===== src/rtl/mbd_pkg.sv =====
package mbd_pkg;

  typedef enum logic [1:0] {
    CYC_IDLE     = 2'd0,
    CYC_READ     = 2'd1,
    CYC_WRITE    = 2'd2,
    CYC_CONFLICT = 2'd3
  } cyc_kind_e;

  // Turn the two active-low commands into a cycle kind.
  function automatic cyc_kind_e classify_cmd(logic rd_n, logic wr_n);
    case ({rd_n, wr_n})
      2'b01:   return CYC_READ;
      2'b10:   return CYC_WRITE;
      2'b00:   return CYC_CONFLICT;
      default: return CYC_IDLE;
    endcase
  endfunction

endpackage


===== src/rtl/mbd_window.sv =====
module mbd_window #(
  parameter int ADDR_W = 20,
  parameter int TAG_W  = 4
) (
  input  logic [TAG_W-1:0] tag_i,
  output logic             hit_o
);
  localparam logic [TAG_W-1:0] TAG_MATCH = '1;

  function automatic logic tag_hit(logic [TAG_W-1:0] t);
    return t == TAG_MATCH;
  endfunction

  assign hit_o = tag_hit(tag_i);

  initial begin
    if (TAG_W >= ADDR_W) $error("tag wider than address");
  end
endmodule


===== src/rtl/mbd_cs_decode.sv =====
module mbd_cs_decode #(
  parameter int SEL_W = 3
) (
  input  logic                   en_i,
  input  logic [SEL_W-1:0]       sel_i,
  output logic [(1<<SEL_W)-1:0]  cs_n_o
);
  localparam int NUM_CS = 1 << SEL_W;

  for (genvar k = 0; k < NUM_CS; k++) begin : g_cs
    assign cs_n_o[k] = ~(en_i && (sel_i == SEL_W'(k)));
  end

  always_comb begin

    cs_single_chk: assert (!en_i || $countones(~cs_n_o) == 1);

    cs_quiet_chk: assert (en_i || (&cs_n_o));
  end
endmodule


===== src/rtl/mbd_strobes.sv =====
module mbd_strobes
  import mbd_pkg::*;
(
  input  logic      en_i,
  input  cyc_kind_e kind_i,
  input  logic      ble_n_i,
  input  logic      bhe_n_i,
  output logic      rd_n_o,
  output logic      wr_lo_n_o,
  output logic      wr_hi_n_o
);
  logic do_read;
  logic do_write;

  assign do_read   = en_i && (kind_i == CYC_READ);
  assign do_write  = en_i && (kind_i == CYC_WRITE);
  assign rd_n_o    = ~do_read;
  assign wr_lo_n_o = ~(do_write && !ble_n_i);
  assign wr_hi_n_o = ~(do_write && !bhe_n_i);

  always_comb begin

    rd_wr_excl_chk: assert (rd_n_o || (wr_lo_n_o && wr_hi_n_o));

    conflict_quiet_chk: assert (kind_i != CYC_CONFLICT || (rd_n_o && wr_lo_n_o && wr_hi_n_o));
  end
endmodule


===== src/rtl/mem_bank_decoder.sv =====
module mem_bank_decoder
  import mbd_pkg::*;
#(
  parameter int ADDR_W = 20,
  parameter int TAG_W  = 4,
  parameter int SEL_W  = 3
) (
  input  logic                  rst_i,
  input  logic [ADDR_W-1:0]     addr_i,
  input  logic                  bhe_n_i,
  input  logic                  mem_cyc_i,
  input  logic                  rd_n_i,
  input  logic                  wr_n_i,
  output logic [(1<<SEL_W)-1:0] cs_n_o,
  output logic                  rd_n_o,
  output logic                  wr_lo_n_o,
  output logic                  wr_hi_n_o
);
  localparam int SEL_LSB = ADDR_W - TAG_W - SEL_W;
  localparam logic [ADDR_W-1:0] WIN_BASE = {{TAG_W{1'b1}}, {(ADDR_W-TAG_W){1'b0}}};

  logic             win_hit;
  logic             dec_en;
  logic [SEL_W-1:0] region_sel;
  cyc_kind_e        cyc_kind;

  mbd_window #(.ADDR_W(ADDR_W), .TAG_W(TAG_W)) u_window (
    .tag_i (addr_i[ADDR_W-1 -: TAG_W]),
    .hit_o (win_hit)
  );

  assign dec_en     = win_hit && mem_cyc_i && !rst_i;
  assign region_sel = addr_i[SEL_LSB +: SEL_W];
  assign cyc_kind   = classify_cmd(rd_n_i, wr_n_i);

  mbd_cs_decode #(.SEL_W(SEL_W)) u_cs (
    .en_i   (dec_en),
    .sel_i  (region_sel),
    .cs_n_o (cs_n_o)
  );

  mbd_strobes u_strobes (
    .en_i      (dec_en),
    .kind_i    (cyc_kind),
    .ble_n_i   (addr_i[0]),
    .bhe_n_i   (bhe_n_i),
    .rd_n_o    (rd_n_o),
    .wr_lo_n_o (wr_lo_n_o),
    .wr_hi_n_o (wr_hi_n_o)
  );

  always_comb begin

    win_range_chk: assert ((&cs_n_o) || addr_i >= WIN_BASE);

    reset_idle_chk: assert (!rst_i || ((&cs_n_o) && rd_n_o && wr_lo_n_o && wr_hi_n_o));

    io_idle_chk: assert (mem_cyc_i || ((&cs_n_o) && rd_n_o && wr_lo_n_o && wr_hi_n_o));

    wr_lo_bank_chk: assert (wr_lo_n_o || (!addr_i[0] && !wr_n_i));

    wr_hi_bank_chk: assert (wr_hi_n_o || (!bhe_n_i && !wr_n_i));
  end
endmodule


===== config.mk =====
export PLATFORM = sky130hd
export DESIGN_NAME = mem_bank_decoder
export DESIGN_NICKNAME = d
export VERILOG_FILES = /design/src/rtl/mbd_pkg.sv /design/src/rtl/mbd_window.sv /design/src/rtl/mbd_cs_decode.sv /design/src/rtl/mbd_strobes.sv /design/src/rtl/mem_bank_decoder.sv
export SDC_FILE = /design/constraint.sdc
export NUM_CORES = 1
export LEC_CHECK = 0
export BUFFER_PORTS_ARGS = -buffer_cell sky130_fd_sc_hd__buf_2
export CAP_MARGIN = 40
export CORE_AREA = 2 2 39 41
export DETAILED_ROUTE_END_ITERATION = 8
export DIE_AREA = 0 0 41 43
export PLACE_DENSITY = 0.44
export SYNTH_ARGS = -nofsm -noshare
export SYNTH_HDL_FRONTEND = slang
export SYNTH_HIERARCHICAL = 1
export SYNTH_SLANG_ARGS = --single-unit

===== constraint.sdc =====
create_clock -name vclk -period 1.5
set_clock_uncertainty 0.1 [all_clocks]
set_input_delay 0.225 -clock vclk [all_inputs]
set_output_delay 0.225 -clock vclk [all_outputs]
set_load 0.005 [all_outputs]

Yosys cells after proc, flatten, opt, wreduce, memory -nomap -nowiden:

Index checks and enable logic that the tools add are counted.

* flip-flop bits (word level): 0
* bits of input ports: 25
* output and inout port bits: 11
* logic and storage cells: 43

* eq/ne operators: 12
* multiplexer cells: 1
* bitwise logic cells: 11
* reductions and logical operators: 19

Operators with widths (count)
* 1-bit logical AND: 14
* 3-bit == test, second input constant: 4
* 1-bit inverter: 11
* 3-bit by 2-bit == test with 1-bit output, second input constant: 2
* 2-bit case mux with 3 select lines: 1
* 2-bit by 1-bit == test with 1-bit output, second input constant: 2
* 2-bit == test, second input constant: 2
* 4-bit == test, second input constant: 1
* 3-bit by 1-bit == test with 1-bit output, second input constant: 1
* 1-bit zero test: 3
* 3-bit zero test: 1
* 2-bit zero test: 1

Logic depth before layout (Yosys ltp):

* word-level depth: 6
* depth in mapped cells: 3
* depth with buffers taken out: 3

By module:

Netlist, hierarchy kept.

Modules (own cells, without submodules)
* mbd_cs_decode: times used 1, cells each 8, area each 76.3 sq um, sequential area each 0.0 sq um
* mbd_strobes: times used 1, cells each 3, area each 30.0 sq um, sequential area each 0.0 sq um
* mem_bank_decoder: times used 1, cells each 3, area each 16.3 sq um, sequential area each 0.0 sq um
* mbd_window: times used 1, cells each 1, area each 8.8 sq um, sequential area each 0.0 sq um

Worst setup path after synthesis:

No wires, ideal clock.

* path kind: in2out
* start point: input addr_i[18]
* end point: output cs_n_o[0]
* data arrival time: 1163 ps
* data required time: 1175 ps
* setup slack: 12 ps
* cell stages on the path: 3
* buffers on the path: 0
* cells stage by stage: and4_1 -> and3b_1 -> or4b_1

* word-level cells in the longest chain between the ends: 5

Ends and longest elaborated chain
* start, declared: line mem_bank_decoder.sv:9 `input logic [ADDR_W-1:0] addr_i,`
* 4-bit == test: line mbd_window.sv:11 `return t == TAG_MATCH;`
* 1-bit logical AND (2 in a row): line mem_bank_decoder.sv:32 `assign dec_en = win_hit && mem_cyc_i && !rst_i;`
* named net dec_en: line mem_bank_decoder.sv:23 `logic dec_en;`
* 1-bit logical AND: line mbd_cs_decode.sv:11 `assign cs_n_o[k] = ~(en_i && (sel_i == SEL_W'(k)));`
* 1-bit inverter: line mbd_cs_decode.sv:11
* end, declared: line mem_bank_decoder.sv:14 `output logic [(1<<SEL_W)-1:0] cs_n_o,`

The timed path passes the listed nets, and every way through them passes these cells.

Worst setup path in the final report:

* start point: input addr_i[18]
* end point: output cs_n_o[0]

* word-level cells in the longest chain between the ends: 5

Ends and longest elaborated chain
* 4-bit == test: line mbd_window.sv:11
* named net win_hit: line mem_bank_decoder.sv:22 `logic win_hit;`
* 1-bit logical AND (2 in a row): line mem_bank_decoder.sv:32
* named net dec_en: line mem_bank_decoder.sv:23
* 1-bit logical AND: line mbd_cs_decode.sv:11
* 1-bit inverter: line mbd_cs_decode.sv:11

The timed path passes the listed nets, and every way through them passes these cells.

==> out/results.tsv <==
metric	value	unit
status	complete, but fails checks	
violated checks	negative setup slack	
max_slew headroom	91.9	%
die area	1760	sq um
Initial DRT Pass Iterations	3	
Post-Layout Cell Count	56	
gr usage total	6.29	%
Mapped Avg Cell Area	8.76	sq um
design area	304	sq um
Synth top area share	42.9	%
period utilization	103	%
Yosys top cell by area	nand4bb_1	
Layout Nets	67	
Buffers on Ports	24	
# hold bufs at CTS	0	
Final Hold Vio Count	0	
Syn. warnings	6	
Synth Cell Area	131	sq um
Die Ht	43	um
arrival time worst endpoint	1.21	ns
Worst IR Drop VDD	0.0000372	V
routed vias	243	
Syn Inst Count	15	
Worst Path Max Fanout	2	
post-CTS setup buffers	0	
critical path class	in2out	
DRC viols	0	
hold path depth	3	
Fmax	0.650	GHz
routed vias/inst	4.34	
dpl hpwl	414	um
CP Cell Sequence	buf_6 > and4_1 > and3b_1 > or4b_1 > buf_2	
count leader, synth	nand4bb_1	
MaxCap Viol Count	0	
Routed WL	538	um
FFs & Latches	0	
first-pass GRT wire length	834	um
initial antenna violation count	0	
Antenna Nets Post-Route	0	
Die W	41	um
Avg WL per Cell	9.61	um
GRT overflow	0	
share of layout cells above drive strength 1	62.5	%
Worst Hold Class	in2out	
Final Util	22.0	%
Hold Crit Start	bhe_n_i	
Tmin final	1.54	ns
top area cells in the synthesized netlist	nand4bb_1, nand4b_1, or4b_1	
register area	0	sq um
Core Region	1380	sq um
# diodes	0	
Area Growth Syn to Fin	131	%
power density over cell area	128	nW/um^2
Largest stage delay, worst path	0.43	ns
GPL Wtd Cong	0.607	
pin count of the biggest net entering global routing	11	
total placed cells including tap cells	56	
hold endpoint	wr_hi_n_o	
Slowest-stage cell, CP	or4b_1	
vias in the first global route	223	
Detailed Route Iter0 Violations	1	
worst slew pin tran	0.121	ns
row cnt	14	
crit start category	input pin	
Final setup viols	1	
RSZ-0062 raised after global routing	yes	
Setup WS pre-CTS	-0.0517	ns
critical path capture point type	output pin	
Initial Util	9.49	%
Seq/Total Area, Yosys	0	%
area post-placement	279	sq um
syn nets	40	
# IOs	36	
Yosys cell types	8	
most frequent cells after synthesis	nand4bb_1, nand4b_1, inv_1	
setup ws final	-0.0389	ns
Worst Hold Margin	0.626	ns
final count of pins violating max slew	0	
clock buf count	0	
Worst EP required	1.17	ns
Static Leak	0.123	nW
-- logic make-up (layout without fill, tap and decap cells) --
kind of cell / count (synthesis) / after routing / share of synthesized area (%)
simple gates: 13 / 13 / 94.3
buf+inv: 2 / 27 / 5.72
-- routing by layer --
| metal | wire length, um | global-route usage (%) |
|---|---|---|
| met4 | 0 | 0 |
| met5 | 0 | 0 |
| met1 | 205 | 7.91 |
| met3 | 82 | 0 |
| met2 | 250 | 11.9 |
-- cell usage in the layout (no fill, tap or decap) --
master / synthesis / routed
nand3b_1: 1 / 1
and3b_1: 1 / 1
and4_1: 1 / 1
nand4b_1: 3 / 3
buf_6: 0 / 4
inv_1: 2 / 2
buf_2: 0 / 20
buf_4: 0 / 1
nand4bb_1: 5 / 5
or4b_1: 1 / 1
nand4_1: 1 / 1
-- where the power goes --
group	switching, mW	internal [mW]
sequential	0	0
clock	0	0
combinational	0.0131	0.0259
total	0.0131	0.0259
-- repair_timing --
item | CTS | global route
pin swaps | 2 | 2
setup endpoints to repair | 1 | 1
gates resized for setup | 3 | 1
-- worst max-delay path by stage --
stage / start / end / slack (ns) / cells past startpoint
2_1_floorplan: addr_i[18] / cs_n_o[0] / 0.01 / 3
5_1_grt: addr_i[18] / cs_n_o[0] / -0.08 / 5
4_1_cts: addr_i[16] / cs_n_o[0] / -0.05 / 5
6_report: addr_i[18] / cs_n_o[0] / -0.04 / 5
3_3_place_gp: addr_i[18] / cs_n_o[0] / -0.06 / 5
3_5_place_dp: addr_i[18] / cs_n_o[0] / -0.05 / 5
-- through the flow --
step	power [mW]	TNS (ns)
finish	0.0390	-0.0389
global route	0.0431	-0.0825
CTS	0.0375	-0.0451
detailed placement	0.0328	-0.0517
global placement	0.0321	-0.0557
floorplan	0.00964	0
-- layout make-up --
type	count	area [sq um]
timing repair buffer	25	153
fill	152	1080
inverter	2	7.51
tap	16	20.0
multi-input combinational	13	124
-- critical path: cells and delay by family --
kind / cells / cell delay (ns)
and+or+nand+nor: 3 / 0.78
buffers and inverters: 2 / 0.20
Power figures use the tool's default switching activity.
